===== src/rtl/zvs_seq_pkg.sv =====
package zvs_seq_pkg;
   typedef struct packed {
      logic main;
      logic clamp;
      logic rect;
      logic start;
   } gate_vec_t;

   localparam gate_vec_t GATES_OFF = '{main: 1'b0, clamp: 1'b0, rect: 1'b0, start: 1'b0};
endpackage


===== src/rtl/zvs_seq_cfg.sv =====
module zvs_seq_cfg #(
   parameter int CNT_W = 12,
   localparam int SUM_W = CNT_W + 3
) (
   input  logic             clk,
   input  logic             rst_n,
   input  logic             load,
   input  logic [CNT_W-1:0] per_in,
   input  logic [CNT_W-1:0] duty_in,
   input  logic [CNT_W-1:0] doff_in,
   input  logic [CNT_W-1:0] rel_in,
   input  logic [CNT_W-1:0] zvs_in,
   input  logic [CNT_W-1:0] gap_in,
   output logic [SUM_W-1:0] e_main,
   output logic [SUM_W-1:0] e_dead,
   output logic [SUM_W-1:0] e_rel,
   output logic [SUM_W-1:0] e_zero,
   output logic [SUM_W-1:0] e_zvs,
   output logic [SUM_W-1:0] len_m1,
   output logic             err
);
   logic [CNT_W-1:0] per_q, duty_q, doff_q, rel_q, zvs_q, gap_q;

   function automatic logic [SUM_W-1:0] on_len(input logic [CNT_W-1:0] d,
                                                input logic [CNT_W-1:0] a,
                                                input logic [CNT_W-1:0] b);
      logic [SUM_W-1:0] pre;
      pre = SUM_W'(a) + SUM_W'(b);
      return (SUM_W'(d) > pre) ? (SUM_W'(d) - pre) : '0;
   endfunction

   function automatic logic [SUM_W-1:0] busy_len(input logic [CNT_W-1:0] d,
                                                  input logic [CNT_W-1:0] o,
                                                  input logic [CNT_W-1:0] r,
                                                  input logic [CNT_W-1:0] a,
                                                  input logic [CNT_W-1:0] b);
      return on_len(d, a, b) + SUM_W'(o) + SUM_W'(r) + SUM_W'(a) + SUM_W'(b);
   endfunction

   logic in_ovf;
   assign in_ovf = busy_len(duty_in, doff_in, rel_in, zvs_in, gap_in) > SUM_W'(per_in);

   always_ff @(posedge clk) begin
      if (!rst_n) begin
         per_q  <= '0;
         duty_q <= '0;
         doff_q <= '0;
         rel_q  <= '0;
         zvs_q  <= '0;
         gap_q  <= '0;
         err    <= 1'b0;
      end else if (load) begin
         per_q  <= per_in;
         duty_q <= duty_in;
         doff_q <= doff_in;
         rel_q  <= rel_in;
         zvs_q  <= zvs_in;
         gap_q  <= gap_in;
         if (in_ovf) err <= 1'b1;
      end
   end

   logic [SUM_W-1:0] busy, len;
   always_comb begin
      e_main = on_len(duty_q, zvs_q, gap_q);
      e_dead = e_main + SUM_W'(doff_q);
      e_rel  = e_dead + SUM_W'(rel_q);
      busy   = e_rel + SUM_W'(zvs_q) + SUM_W'(gap_q);
      len    = (busy > SUM_W'(per_q)) ? busy : SUM_W'(per_q);
      if (len == '0) len = SUM_W'(1);
      e_zvs  = len - SUM_W'(gap_q);
      e_zero = e_zvs - SUM_W'(zvs_q);
      len_m1 = len - SUM_W'(1);
   end
endmodule


===== src/rtl/zvs_seq_timer.sv =====
module zvs_seq_timer #(
   parameter int CNT_W = 12,
   localparam int SUM_W = CNT_W + 3
) (
   input  logic             clk,
   input  logic             rst_n,
   input  logic             en,
   input  logic [SUM_W-1:0] len_m1,
   output logic [SUM_W-1:0] cnt,
   output logic             active,
   output logic             load
);
   assign load = !active || (cnt == len_m1);

   always_ff @(posedge clk) begin
      if (!rst_n || !en) begin
         cnt    <= '0;
         active <= 1'b0;
      end else if (!active) begin
         cnt    <= '0;
         active <= 1'b1;
      end else if (cnt == len_m1) begin
         cnt <= '0;
      end else begin
         cnt <= cnt + SUM_W'(1);
      end
   end
endmodule


===== src/rtl/zvs_seq_gate.sv =====
module zvs_seq_gate
   import zvs_seq_pkg::*;
#(
   parameter int CNT_W   = 12,
   parameter bit OUT_REG = 1'b1,
   localparam int SUM_W  = CNT_W + 3
) (
   input  logic             clk,
   input  logic             rst_n,
   input  logic             en,
   input  logic             active,
   input  logic [SUM_W-1:0] cnt,
   input  logic [SUM_W-1:0] e_main,
   input  logic [SUM_W-1:0] e_dead,
   input  logic [SUM_W-1:0] e_rel,
   input  logic [SUM_W-1:0] e_zero,
   input  logic [SUM_W-1:0] e_zvs,
   output gate_vec_t        gates
);
   gate_vec_t nxt;
   logic      run, clamp_win, zvs_win;

   always_comb begin
      run       = active && en && rst_n;
      clamp_win = (cnt >= e_dead) && (cnt < e_rel);
      zvs_win   = (cnt >= e_zero) && (cnt < e_zvs);
      nxt       = GATES_OFF;
      if (run) begin
         nxt.main  = cnt < e_main;
         nxt.clamp = clamp_win;
         nxt.rect  = clamp_win || zvs_win;
         nxt.start = cnt == '0;
      end
   end

   generate
      if (OUT_REG) begin : g_reg
         always_ff @(posedge clk) begin
            if (!rst_n) gates <= GATES_OFF;
            else        gates <= nxt;
         end
      end else begin : g_comb
         assign gates = nxt;
      end
   endgenerate
endmodule


===== src/rtl/zvs_flyback_seq.sv =====
module zvs_flyback_seq
   import zvs_seq_pkg::*;
#(
   parameter int CNT_W   = 12,
   parameter bit OUT_REG = 1'b1
) (
   input  logic             clk,
   input  logic             rst_n,
   input  logic             en,
   input  logic [CNT_W-1:0] period_cnt,
   input  logic [CNT_W-1:0] duty_cnt,
   input  logic [CNT_W-1:0] toff_dead_cnt,
   input  logic [CNT_W-1:0] release_cnt,
   input  logic [CNT_W-1:0] zvs_cnt,
   input  logic [CNT_W-1:0] gap_cnt,
   output logic             g_main,
   output logic             g_clamp,
   output logic             g_rect,
   output logic             cyc_start,
   output logic             cfg_err
);
   localparam int SUM_W = CNT_W + 3;

   generate
      if (CNT_W < 4 || CNT_W > 28) begin : g_bad_w
         $error("zvs_flyback_seq: CNT_W out of supported range");
      end
   endgenerate

   logic [SUM_W-1:0] e_main, e_dead, e_rel, e_zero, e_zvs, len_m1, cnt;
   logic             active, load;
   gate_vec_t        gates;

   zvs_seq_cfg #(.CNT_W(CNT_W)) cfg_i (
      .clk(clk), .rst_n(rst_n), .load(load),
      .per_in(period_cnt), .duty_in(duty_cnt), .doff_in(toff_dead_cnt),
      .rel_in(release_cnt), .zvs_in(zvs_cnt), .gap_in(gap_cnt),
      .e_main(e_main), .e_dead(e_dead), .e_rel(e_rel), .e_zero(e_zero),
      .e_zvs(e_zvs), .len_m1(len_m1), .err(cfg_err)
   );

   zvs_seq_timer #(.CNT_W(CNT_W)) tmr_i (
      .clk(clk), .rst_n(rst_n), .en(en), .len_m1(len_m1),
      .cnt(cnt), .active(active), .load(load)
   );

   zvs_seq_gate #(.CNT_W(CNT_W), .OUT_REG(OUT_REG)) gate_i (
      .clk(clk), .rst_n(rst_n), .en(en), .active(active), .cnt(cnt),
      .e_main(e_main), .e_dead(e_dead), .e_rel(e_rel), .e_zero(e_zero),
      .e_zvs(e_zvs), .gates(gates)
   );

   assign g_main    = gates.main;
   assign g_clamp   = gates.clamp;
   assign g_rect    = gates.rect;
   assign cyc_start = gates.start;
endmodule


===== config.mk =====
export PLATFORM = sky130hd
export DESIGN_NAME = zvs_flyback_seq
export DESIGN_NICKNAME = d
export VERILOG_FILES = /design/src/rtl/zvs_seq_pkg.sv /design/src/rtl/zvs_seq_cfg.sv /design/src/rtl/zvs_seq_timer.sv /design/src/rtl/zvs_seq_gate.sv /design/src/rtl/zvs_flyback_seq.sv
export SDC_FILE = /design/constraint.sdc
export NUM_CORES = 1
export LEC_CHECK = 0
export BUFFER_PORTS_ARGS = -buffer_cell sky130_fd_sc_hd__buf_2
export CAP_MARGIN = 20
export CORE_ASPECT_RATIO = 1.2
export CORE_MARGIN = 2
export CORE_UTILIZATION = 35
export DETAILED_ROUTE_END_ITERATION = 7
export HOLD_SLACK_MARGIN = 0.03
export SETUP_SLACK_MARGIN = 0.15
export SLEW_MARGIN = 20
export SYNTH_ARGS = -nofsm -noshare
export SYNTH_HDL_FRONTEND = slang
export SYNTH_SLANG_ARGS = --single-unit

===== constraint.sdc =====
create_clock -name clk -period 27.8 [get_ports clk]
set_input_delay 2.78 -clock clk [delete_from_list [all_inputs] [get_ports clk]]
set_output_delay 2.78 -clock clk [all_outputs]
set_load 0.05 [all_outputs]

* Word-level counts from Yosys, hierarchy flattened *
Cells that the tools add are included.

operators by class
  $add $sub $neg = 16
  bitwise logic cells = 1
  multiplexer cells = 5
  $mul = 0
  magnitude comparators = 9
  shifts and indexed selects = 0
  reduce and logical (&&, ||, !) cells = 15
  div/mod/pow operators = 0
  equal/unequal tests = 1

operators with widths
  cell                                                                  count
  15-bit by 12-bit adder with 15-bit output                             8
  15-bit two-way mux                                                    4
  15-bit < comparator                                                   3
  15-bit >= comparator                                                  2
  12-bit by 15-bit > comparator with 1-bit output                       2
  15-bit by 12-bit > comparator with 1-bit output                       2
  15-bit zero test                                                      2
  12-bit by 15-bit subtractor with 15-bit output                        2
  15-bit by 12-bit subtractor with 15-bit output                        2
  12-bit by 12-bit adder with 13-bit output                             2
  15-bit by 1-bit adder with 15-bit output, second input constant       1
  15-bit equality test                                                  1
  15-bit by 1-bit subtractor with 15-bit output, second input constant  1
  1-bit logical AND                                                     4
  2-bit AND reduction                                                   2
  1-bit zero test                                                       3
  1-bit logical OR                                                      3
  3-bit OR reduction                                                    1
  1-bit two-way mux                                                     1
  1-bit inverter                                                        1

word-level totals
  input port bits = 75
  flip-flop bits (word level) = 93
  bits in latches = 0
  memories = 0
  ROM bits = 0
  output and inout port bits = 5
  RAM bits = 0

* Longest topological paths before layout *
Gate-level depths: netlist of the first run.

  word-level depth = 16
  depth in mapped cells = 76
  depth with buffers taken out = 75

* By module *
A second synthesis of the first run with hierarchy kept.

second synthesis, totals
  cells, all modules = 1576
  area total of the unflattened synthesis = 13254.0 µm²

by module, submodules not included
  module         area an instance (µm²)  sequential area each (µm²)  times used  cells each
  zvs_seq_cfg    10465.0                 1461.4                      1           1226
  zvs_seq_gate   1883.1                  80.1                        1           254
  zvs_seq_timer  905.9                   320.3                       1           96

* Least setup slack after synthesis of the first run *
Ideal clock, no wire load.

  path type = register to register
  start point = register cfg_i.gap_q[1]
  end point = register gate_i.gates[1] (netlist name)
  slack = 14231 ps
  setup time = 70 ps
  buffers on the path = 0
  data arrival time = 13499 ps
  cell stages (with the launch flop) = 72
  period minus slack after synthesis = 13569 ps
  data required time = 27730 ps
  cells stage by stage = dfxtp_1 ha_1 a21o_1 a21oi_1 o21bai_1 a21oi_1 o21bai_1 a21oi_1 o21bai_1 a21oi_1 xnor2_1 ha_1 nand2_1 nor2_1 a211oi_1 a21oi_2 o211ai_1 nor2_1 [... 36 more ...] o21ai_0 nand2b_1 a21o_1 a21o_1 and2_1 o21ai_0 nand2b_1 a21o_1 a21o_1 a21o_1 a21o_1 nor4b_1 xor2_1 ha_1 nand4_1 o31ai_1 o2111ai_1 o2bb2ai_1

on the way
  word-level cells in the longest chain between the ends = 16

RTL lines
  what                                                                                                                      RTL line            text
  from (decl)                                                                                                               zvs_seq_cfg.sv:22   logic [CNT_W-1:0] per_q, duty_q, doff_q, rel_q, zvs_q, gap_q;
  from (signal assigned)                                                                                                    zvs_seq_cfg.sv:58   gap_q <= gap_in;
  12-bit by 12-bit adder with 13-bit output                                                                                 zvs_seq_cfg.sv:28   pre = SUM_W'(a) + SUM_W'(b);
  12-bit by 15-bit subtractor with 15-bit output / 12-bit by 15-bit > comparator with 1-bit output (equally long branches)  zvs_seq_cfg.sv:29   return (SUM_W'(d) > pre) ? (SUM_W'(d) - pre) : '0;
  15-bit two-way mux                                                                                                        zvs_seq_cfg.sv:29
  15-bit by 12-bit adder with 15-bit output                                                                                 zvs_seq_cfg.sv:66   e_dead = e_main + SUM_W'(doff_q);
  15-bit by 12-bit adder with 15-bit output                                                                                 zvs_seq_cfg.sv:67   e_rel = e_dead + SUM_W'(rel_q);
  15-bit by 12-bit adder with 15-bit output (2 in series)                                                                   zvs_seq_cfg.sv:68   busy = e_rel + SUM_W'(zvs_q) + SUM_W'(gap_q);
  15-bit by 12-bit > comparator with 1-bit output                                                                           zvs_seq_cfg.sv:69   len = (busy > SUM_W'(per_q)) ? busy : SUM_W'(per_q);
  15-bit two-way mux                                                                                                        zvs_seq_cfg.sv:69
  15-bit zero test                                                                                                          zvs_seq_cfg.sv:70   if (len == '0) len = SUM_W'(1);
  15-bit two-way mux                                                                                                        zvs_seq_cfg.sv:70
  15-bit by 12-bit subtractor with 15-bit output                                                                            zvs_seq_cfg.sv:71   e_zvs = len - SUM_W'(gap_q);
  15-bit by 12-bit subtractor with 15-bit output                                                                            zvs_seq_cfg.sv:72   e_zero = e_zvs - SUM_W'(zvs_q);
  15-bit >= comparator                                                                                                      zvs_seq_gate.sv:26  zvs_win = (cnt >= e_zero) && (cnt < e_zvs);
  1-bit logical AND                                                                                                         zvs_seq_gate.sv:26
  1-bit logical OR *                                                                                                        zvs_seq_gate.sv:31  nxt.rect = clamp_win || zvs_win;

Mark *: on every way between the ends. The rest lies on a longest branch, timed or not.
A chain may end at the register's enable or synchronous reset.

* Worst setup path after layout of the first run *
  start point = register cfg_i.gap_q[1]
  end point = register gate_i.gates[1] (netlist name)

on the way
  word-level cells in the longest chain between the ends = 16

RTL lines
  what                                                                                                                      RTL line
  12-bit by 12-bit adder with 13-bit output                                                                                 zvs_seq_cfg.sv:28
  12-bit by 15-bit subtractor with 15-bit output / 12-bit by 15-bit > comparator with 1-bit output (equally long branches)  zvs_seq_cfg.sv:29
  15-bit two-way mux                                                                                                        zvs_seq_cfg.sv:29
  15-bit by 12-bit adder with 15-bit output                                                                                 zvs_seq_cfg.sv:66
  15-bit by 12-bit adder with 15-bit output                                                                                 zvs_seq_cfg.sv:67
  15-bit by 12-bit adder with 15-bit output (2 in series)                                                                   zvs_seq_cfg.sv:68
  15-bit by 12-bit > comparator with 1-bit output                                                                           zvs_seq_cfg.sv:69
  15-bit two-way mux                                                                                                        zvs_seq_cfg.sv:69
  15-bit zero test                                                                                                          zvs_seq_cfg.sv:70
  15-bit two-way mux                                                                                                        zvs_seq_cfg.sv:70
  15-bit by 12-bit subtractor with 15-bit output                                                                            zvs_seq_cfg.sv:71
  15-bit by 12-bit subtractor with 15-bit output                                                                            zvs_seq_cfg.sv:72
  15-bit >= comparator                                                                                                      zvs_seq_gate.sv:26
  1-bit logical AND                                                                                                         zvs_seq_gate.sv:26
  1-bit logical OR *                                                                                                        zvs_seq_gate.sv:31

Marks and branches as above.

==> metrics.txt, run 1 <==
CP Class=reg -> reg; Setup-failing EPs final=0; Synth area leader=ha_1; Mapped Area=14920 µm²; Critical Path Source=cfg_i.gap_q[1]$_SDFFE_PN0P_; r2r setup slk=12.34 ns; most frequent cells in the layout=ha_1, inv_1, nand2_1; Main synth FF type=dfxtp_1; number of max-cap violations=0; post-route ant nets=0; RSZ-0062 raised after global routing=false; clock slew at reported path FFs=0.08 ns; CTS sink cnt=93; hpwl dp=41070 µm; HP Class=reg -> reg; DRT Pass-1 Iters=5; mean post-synth cell area=7.927 µm²; Die H=230.2 µm; Gate Count Post-Synth=1882; Synth-to-Final Area Change=7.481%; routability cong.=0.9776; Layout fillers=4371; CTS Buf Count=9; CP max-delay cell=a221oi_1; Slew HR=34.52%; drt via density=5.882; Top Ports=80; Critical Path AT=15.77 ns; #FFs+latches synth=93; initial core utilization=35.55%; status=complete, no violations; CTS resizes=0; CTS Hold Bufs=0; Crit path largest cell delay=0.50 ns; Final min period=15.46 ns; Synth Area in Adders=26.55%; CTS tree=built; PortBufs=79; DR WL/cell=20.93 µm; Starting DRT DRC Count=957; top cells by area, synth=ha_1, dfxtp_1, fa_1; CP Max Fanout=7; largest net degree at the start of global routing=104; commonest non-fill, non-tap cell in the layout=ha_1; most frequent CP cell=ha_1; Yosys warning total=0; largest family of logic cells by synthesized area=compound AO/OA/AOI/OAI gates; post-synthesis mux area share=1.216%; # nets final=2250; crit path launch type=flop; crit path to=gate_i.gates[1]$_SDFF_PN0_; share of layout cells above drive strength 1=7.591%; core area=41960 µm²; GRT Resource Usage Total=23.27%; H-tree depth=3; initial antenna violation count=0; Post-synth EDFFs=0; Post-Synth XOR/XNOR Area=7.154%; first-pass GRT wire length=79300 µm; register area share after synthesis=12.48%; Max clock buf depth=2; fmax=0.06469 GHz; grt total ovfl=0; Synth Area in Compound Gates=28.03%; data required time of the worst path=28.11 ns; vias=14370; Routed WL=51130 µm; Post-Synth Simple-Gate Area=17.07%; Unique masters post-synth=88; diode count=0; DRC violations left=0; Tcrit/Tclk final=55.60%; worst r2r dst=gate_i.gates[1]$_SDFF_PN0_; r2r worst-path depth=71; Fin Setup TNS=0 ns; Post-CTS Setup Bufs=0; die footprint=44300 µm²; post-synth top area share=19.04%; die width=192.5 µm; Slew @ Worst Pin=0.9822 ns; vias in the first global route=13995; ys async rst share=0%; hold_sp=cfg_i.err$_SDFFE_PN0P_; worst reg2reg path startpoint=cfg_i.gap_q[1]$_SDFFE_PN0P_; Syn Nets=2240; Final Max Slew Viols=0; Core Rows=82; clock skew=0.02259 ns; count of final hold-check violations=0; CTS root buffer=clkbuf_16; clock latency on the worst-skew pair=0.39 ns; CP Capture Type=flop
registers in the layout, indices dropped and copies added (netlist names):
signal / flops
cfg_i.err: 1
cfg_i.gap_q: 12
gate_i.gates: 4
tmr_i.cnt: 15
cfg_i.per_q: 12
cfg_i.zvs_q: 12
tmr_i.active: 1
cfg_i.rel_q: 12
cfg_i.doff_q: 12
cfg_i.duty_q: 12
critical path: cells and delay by family (launching register included):
family | cells | cell delay, ns
AO/OA/AOI/OAI | 35 | 7.42
AND/OR/NAND/NOR | 15 | 1.84
multiplexers | 1 | 0.10
buffers and inverters | 3 | 0.40
flip-flops | 1 | 0.44
XOR/XNOR | 5 | 1.23
adder cells (fa/ha/maj) | 12 | 3.94
Yosys cell counts, types with 4 or more instances:
master / count
o22ai_1: 5
o2111ai_1: 4
mux2i_1: 10
buf_2: 4
a31oi_1: 6
ha_1: 227
inv_1: 183
nand3_1: 27
a21boi_0: 19
and2_1: 8
or3_1: 9
nor4_1: 6
o21ai_0: 138
a32oi_1: 72
or4_1: 6
a21o_1: 48
a211oi_1: 12
and3_1: 37
nand2b_1: 31
nand2_1: 145
xnor2_1: 87
buf_6: 9
o31a_1: 4
dfxtp_1: 93
a21oi_1: 94
nor3_1: 81
o21a_1: 23
o211ai_1: 14
nand4_1: 23
o21bai_1: 22
nor2b_1: 21
xor2_1: 33
o31ai_1: 4
o311ai_1: 72
fa_1: 56
o21ai_1: 6
o2111a_1: 4
nor2_1: 82
clkbuf_1: 77
kinds of logic after synthesis:
logic type / after synthesis
multiplexers: 16
other: 2
AO/OA/AOI/OAI: 590
adder cells (fa/ha/maj): 283
flip-flops: 93
buffers and inverters: 276
XOR/XNOR: 121
AND/OR/NAND/NOR: 501
routing by layer:
| layer | GRT usage (%) | vias to the layer above | part of all wire [%] |
|---|---|---|---|
| met5 | 0 | - | 0 |
| met4 | 11.00 | 0 | 4.9 |
| met3 | 2.915 | 91 | 4.8 |
| met2 | 40.31 | 470 | 49 |
| met1 | 28.29 | 6858 | 41 |
| li1 | - | 6951 | - |
through the flow:
| stage | setup WS, ns | hold slack (ns) | cells | util, % | area [µm²] |
|---|---|---|---|---|---|
| 2_1_floorplan | 14.23 | 0.5084 | 1882 | - | 14920 |
| 6_report | 12.34 | 0.5723 | 2443 | 38.21 | 16040 |
| 3_3_place_gp | 12.84 | 0.5586 | 2426 | 37.38 | 15690 |
| 3_5_place_dp | 12.52 | 0.5639 | 2426 | 37.40 | 15690 |
| 5_1_grt | 11.10 | 0.6122 | 2443 | 38.21 | 16040 |
| 4_1_cts | 12.42 | 0.5748 | 2442 | 38.15 | 16010 |
how the worst min path moves through the flow:
stage / to / cells after the start
finish: cfg_i.err$_SDFFE_PN0P_ / 2
global route: cfg_i.err$_SDFFE_PN0P_ / 2
CTS: cfg_i.err$_SDFFE_PN0P_ / 2
detailed placement: cfg_i.err$_SDFFE_PN0P_ / 2
global placement: cfg_i.err$_SDFFE_PN0P_ / 2
floorplan: tmr_i.cnt[0]$_SDFF_PP0_ / 1
final cells by class:
class	instances	area (µm²)	area share, %
Clock buffer	9	225.2	1.404
Clock inverter	7	88.84	0.5540
Inverter	183	688.2	4.292
Multi-Input combinational cell	1513	11970	74.66
Sequential cell	93	1862	11.61
Tap cell	546	683.2	4.260
Timing Repair Buffer	92	515.5	3.215
Power of run 1 is not shown: default switching activity piles up to over one toggle a cycle in this logic, so the estimate is an artifact.
==> inputs of run 2 (changes only) <==
==> constraint.sdc (replaced) <==
create_clock -name clk -period 14.72 [get_ports clk]
set_input_delay 1.472 -clock clk [delete_from_list [all_inputs] [get_ports clk]]
set_output_delay 1.472 -clock clk [all_outputs]
set_load 0.05 [all_outputs]
==> run 2 against run 1 <==
  * Worst hold slack improved by 0.0035 ns
  * Sequential share of layout area down 0.23 points
  * Via count rose by 1.1%
  * Wire length grew 1.3%
  * Worst setup slack got worse by 11 ns
  * Largest cell class unchanged
==> metrics.txt, run 2 (synthesis results as in run 1) <==
status=complete, no violations; Final min period=13.83 ns (-1.625 ns); CTS Buf Count=9 (unchanged); Slew @ Worst Pin=1.102 ns (+0.1194 ns); number of max-cap violations=0 (unchanged); register bank with the most flops=tmr_i.cnt; CP Class=reg -> reg; diode count=0 (unchanged); initial core utilization=35.55% (unchanged); Tcrit/Tclk final=93.97% (+38 points); most frequent cells in the layout=ha_1, inv_1, nand2_1; pre-CTS WS=-0.03784 ns (-12.56 ns); Critical Path AT=14.16 ns (-1.61 ns); Final Instance Count excl. Fillers=2470 (+1.1%); routability cong.=0.9624 (-1.6%); CTS Hold Bufs=0 (unchanged); largest net degree at the start of global routing=113 (+8.7%); placed cell areas=15840 µm² (+0.96%); Top delay family on crit path=compound AO/OA/AOI/OAI gates; data required time of the worst path=15.05 ns (-13.06 ns); # nets final=2277 (+1.2%); met2 Usage GRT=40.73% (+0.42 points); commonest non-fill, non-tap cell in the layout=ha_1; Buffers & Inverters on Critical Path=5 (+2); first-pass GRT wire length=79330 µm (about the same); max FFs per register=15 (unchanged); Die H=230.2 µm (unchanged); clock slew at reported path FFs=0.09 ns (about the same); M1 GR Usage=28.77% (+0.48 points); PortBufs=79 (unchanged); crit path launch type=flop; CTS root buffer=clkbuf_16; post-route ant nets=0 (unchanged); Slew HR=26.56% (-8.0 points); Layout fillers=4292 (-1.8%); GRT Resource Usage Total=23.29% (about the same); Core Rows=82 (unchanged); CP max-delay cell=fa_1; Synth-to-Final Area Change=9.804%; clock latency on the worst-skew pair=0.39 ns (about the same); count of final hold-check violations=0 (unchanged); Top Ports=80 (unchanged); Starting DRT DRC Count=1009 (+5.4%); grt total ovfl=0 (unchanged); DRT Pass-1 Iters=5 (unchanged); HP Class=reg -> reg; met3 GRT Util=2.305% (-0.61 points); share of layout cells above drive strength 1=10.45% (+2.9 points); Routed WL=51780 µm (+1.3%); most frequent CP cell=ha_1; CTS tree=built; die width=192.5 µm (unchanged); core area=41960 µm² (unchanged); fmax=0.07229 GHz (+12%); vias in the first global route=13712 (-2.0%); placed insts=2446 (+0.82%); RSZ-0062 raised after global routing=false; clock skew=0.02059 ns (-0.002001 ns); H-tree depth=3 (unchanged); CTS sink cnt=93 (unchanged); Max clock buf depth=2 (unchanged); GR peak layer=met2; CP Max Fanout=7 (unchanged); CP Capture Type=flop; drt via density=5.882 (about the same); vias=14528 (+1.1%); Crit path largest cell delay=0.48 ns (-0.02 ns); DR WL/cell=20.96 µm (+0.18%); initial antenna violation count=0 (unchanged); die footprint=44300 µm² (unchanged); hpwl dp=41770 µm (+1.7%); Post-Layout Inst Area=16380 µm² (+2.2%); final worst slack=0.8877 ns (-11.45 ns); DRC violations left=0 (unchanged); Final Max Slew Viols=0 (unchanged); Setup-failing EPs final=0 (unchanged)
==> run 2: changes by cell type in the layout (fill, tap and decap cells not counted), sizes merged <==
cell  change
buf      +27
==> run 2: repair_timing <==
item / in CTS / in global routing
pin swaps: 1 / 16
gates resized for setup: 3 / 47
setup buffers: 0 / 8
endpoints found under the hold margin: 0 / 0
setup endpoints to repair: 1 / 73
==> run 2: per-stage QoR <==
stage                     TNS [ns]  util, %  hold slack [ns]
after floorplan                  0        -           0.5084
after global placement           0    37.74           0.5533
after detailed placement  -0.03784    37.76           0.5649
after CTS                        0    38.53           0.5754
after global routing             0    39.04           0.6112
final                            0    39.04           0.5758
==> run 2: layout make-up <==
cell class	count	area [µm²]	share of cell area [%]
sequential	93	1864	11.38
multi-input combinational	1513	12140	74.08
clock inverter	7	86.33	0.5270
clock buffer	9	225.2	1.375
timing repair buffer	119	698.2	4.262
inverter	183	688.2	4.201
tap	546	683.2	4.170
==> run 2: final timing paths <==
kind	startpoint	end	slack (ns)	depth (start not counted)
worst max-delay path	cfg_i.gap_q[0]$_SDFFE_PN0P_	gate_i.gates[1]$_SDFF_PN0_	0.89	70
worst min-delay path	cfg_i.err$_SDFFE_PN0P_	cfg_i.err$_SDFFE_PN0P_	0.58	2
worst max register to register	cfg_i.gap_q[0]$_SDFFE_PN0P_	gate_i.gates[1]$_SDFF_PN0_	0.89	70
worst min register to register	cfg_i.err$_SDFFE_PN0P_	cfg_i.err$_SDFFE_PN0P_	0.58	2
==> run 2: tightest hold or removal path, cell delays in order, from the launching register on <==
cell	delay (ns)
dfxtp_1	0.33
nor2_1	0.13
a221oi_2	0.07
==> run 2: routing by layer <==
layer	share of wire (%)	up-vias
met1	42	7015
met2	50	423
met4	4.4	0
met5	0	-
met3	4.0	86
li1	-	7004
Power of run 2 is left out for the same reason.
==> inputs of run 3 (changes only) <==
--- a/config.mk
+++ b/config.mk
@@ -9,9 +9,10 @@
 export CAP_MARGIN = 20
 export CORE_ASPECT_RATIO = 1.2
 export CORE_MARGIN = 2
-export CORE_UTILIZATION = 35
+export CORE_UTILIZATION = 58
 export DETAILED_ROUTE_END_ITERATION = 7
 export HOLD_SLACK_MARGIN = 0.03
+export PLACE_DENSITY = 0.76
 export SETUP_SLACK_MARGIN = 0.15
 export SLEW_MARGIN = 20
 export SYNTH_ARGS = -nofsm -noshare
==> run 3 against run 2 <==
  * Global-route usage grew 12 points
  * Sequential cell count unchanged
  * Worst hold slack better by 0.029 ns
  * Sequential share of layout area is 0.18 points higher
  * Highest routed layer unchanged
==> metrics.txt, run 3 (synthesis results as in run 1) <==
status=complete, no violations; Final min period=13.83 ns (-0.004464 ns); Critical Path AT=14.09 ns (-0.07 ns); Synth-to-Final Area Change=8.059%; Fin Setup TNS=0 ns (unchanged); GR peak layer=met2; worst reg2reg path startpoint=cfg_i.gap_q[1]$_SDFFE_PN0P_; Buffers & Inverters on Critical Path=5 (unchanged); r2r setup slk=0.89 ns (about the same); hpwl dp=38110 µm (-8.8%); initial core utilization=58.77% (+23 points); DRC violations left=0 (unchanged); Setup-failing EPs final=0 (unchanged); count of final hold-check violations=0 (unchanged); met2 Usage GRT=58.38% (+18 points); Crit path largest cell delay=0.47 ns (about the same); Layout fillers=2306 (-46%); CP Class=reg -> reg; H-tree depth=3 (unchanged); most frequent CP cell=a21o_1; core area=25380 µm² (-40%); initial antenna violation count=0 (unchanged); Slew HR=24.48% (-2.1 points); CP Capture Type=flop; CTS Buf Count=9 (unchanged); routability cong.=0.9642 (+0.19%); CTS Hold Bufs=0 (unchanged); vias=14720 (+1.3%); vias in the first global route=14021 (+2.3%); grt total ovfl=0 (unchanged); DR WL/cell=21.52 µm (+2.7%); largest net degree at the start of global routing=116 (+2.7%); Slew @ Worst Pin=1.133 ns (+0.03123 ns); Core Rows=64 (-22%); clock slew at reported path FFs=0.08 ns (about the same); number of max-cap violations=0 (unchanged); r2r worst-path depth=74 (+5.7%); CP max-delay cell=fa_1; HP Class=reg -> reg; CTS sink cnt=93 (unchanged); clock latency on the worst-skew pair=0.38 ns (about the same); M1 GR Usage=45.21% (+16 points); RSZ-0062 raised after global routing=false; share of layout cells above drive strength 1=10.88% (+0.43 points); CTS tree=built; Final Max Slew Viols=0 (unchanged); first-pass GRT wire length=75180 µm (-5.2%); Top Ports=80 (unchanged); crit path launch type=flop; CTS root buffer=clkbuf_16; drt via density=6.536 (+11%); hold path depth=2 (unchanged); Max clock buf depth=2 (unchanged); Routed WL=48470 µm (-6.4%); hold_sp=cfg_i.err$_SDFFE_PN0P_; most frequent cells in the layout=ha_1, inv_1, nand2_1; fmax=0.07232 GHz (about the same); hold endpoint=cfg_i.err$_SDFFE_PN0P_; register bank with the most flops=tmr_i.cnt; GRT Resource Usage Total=35.42% (+12 points); Tcrit/Tclk final=93.94% (about the same); data required time of the worst path=14.98 ns (-0.07 ns); die footprint=27030 µm² (-39%); PortBufs=79 (unchanged); CP Max Fanout=6 (-1); # nets final=2274 (-0.13%); worst r2r dst=gate_i.gates[1]$_SDFF_PN0_; max FFs per register=15 (unchanged); die width=150.4 µm (-22%); met3 GRT Util=4.467% (+2.2 points); Starting DRT DRC Count=1184 (+17%); post-route ant nets=0 (unchanged); commonest non-fill, non-tap cell in the layout=ha_1; Die H=179.7 µm (-22%); clock skew=0.01886 ns (-0.001724 ns); Top delay family on crit path=compound AO/OA/AOI/OAI gates; DRT Pass-1 Iters=5 (unchanged)
[run 3: cell types whose count changed in the layout (fill, tap and decap cells not counted), sizes merged]
cell	change
buf	-3
inv	+1
diode	+1
clkbuf	+1
clkinv	-2
[run 3: final cells by class]
cell class | instances | area, µm² | area share (%)
Clock buffer | 10 | 239.0 | 1.482
Antenna cell | 1 | 2.502 | 0.01552
Inverter | 183 | 688.2 | 4.269
Timing Repair Buffer | 116 | 688.2 | 4.269
Multi-Input combinational cell | 1513 | 12160 | 75.45
Tap cell | 330 | 412.9 | 2.561
Sequential cell | 93 | 1864 | 11.56
Clock inverter | 6 | 62.56 | 0.3880
[run 3: repair_timing]
action                     in CTS  in global routing
setup buffers                   3                 10
gates resized for setup         4                 57
pin swaps                       2                 16
setup endpoints to repair       1                 77
[run 3: worst max path at each step]
stage | start | endpoint | cells past startpoint
final | cfg_i.gap_q[1]$_SDFFE_PN0P_ | gate_i.gates[1]$_SDFF_PN0_ | 74
after global routing | cfg_i.gap_q[1]$_SDFFE_PN0P_ | gate_i.gates[1]$_SDFF_PN0_ | 73
after CTS | cfg_i.zvs_q[1]$_SDFFE_PN0P_ | gate_i.gates[1]$_SDFF_PN0_ | 71
after detailed placement | cfg_i.gap_q[1]$_SDFFE_PN0P_ | gate_i.gates[1]$_SDFF_PN0_ | 71
after global placement | cfg_i.gap_q[1]$_SDFFE_PN0P_ | gate_i.gates[1]$_SDFF_PN0_ | 68
after floorplan | cfg_i.gap_q[1]$_SDFFE_PN0P_ | gate_i.gates[1]$_SDFF_PN0_ | 71
[run 3: metal layers]
metal	share of wire (%)	wire length [µm]
met1	40	19540
met2	47	22980
met3	6.4	3110
met4	5.9	2846
met5	0	0
[run 3: through the flow]
step / util [%] / area (µm²) / hold slack, ns / cells / worst slack (ns)
after detailed placement: 61.14 / 15520 / 0.5995 / 2222 / 0.02051
after global routing: 63.50 / 16120 / 0.6530 / 2251 / 0.09891
after floorplan: - / 14920 / 0.5084 / 1882 / 1.151
after CTS: 62.47 / 15860 / 0.6116 / 2241 / 0.1550
final: 63.51 / 16120 / 0.6048 / 2252 / 0.8922
after global placement: 61.14 / 15520 / 0.5543 / 2222 / 0.2787
[run 3: worst reg2reg max path, delay by kind of cell, from the launching register on]
kind                       cells  cell delay, ns
buffers and inverters          5            0.61
xor gates and xnor gates       6            0.90
and+or+nand+nor               16            1.81
AOI/OAI and AO/OA             35            6.10
DFF                            1            0.36
adders and majority gates     12            3.91
Power of run 3 is left out for the same reason.
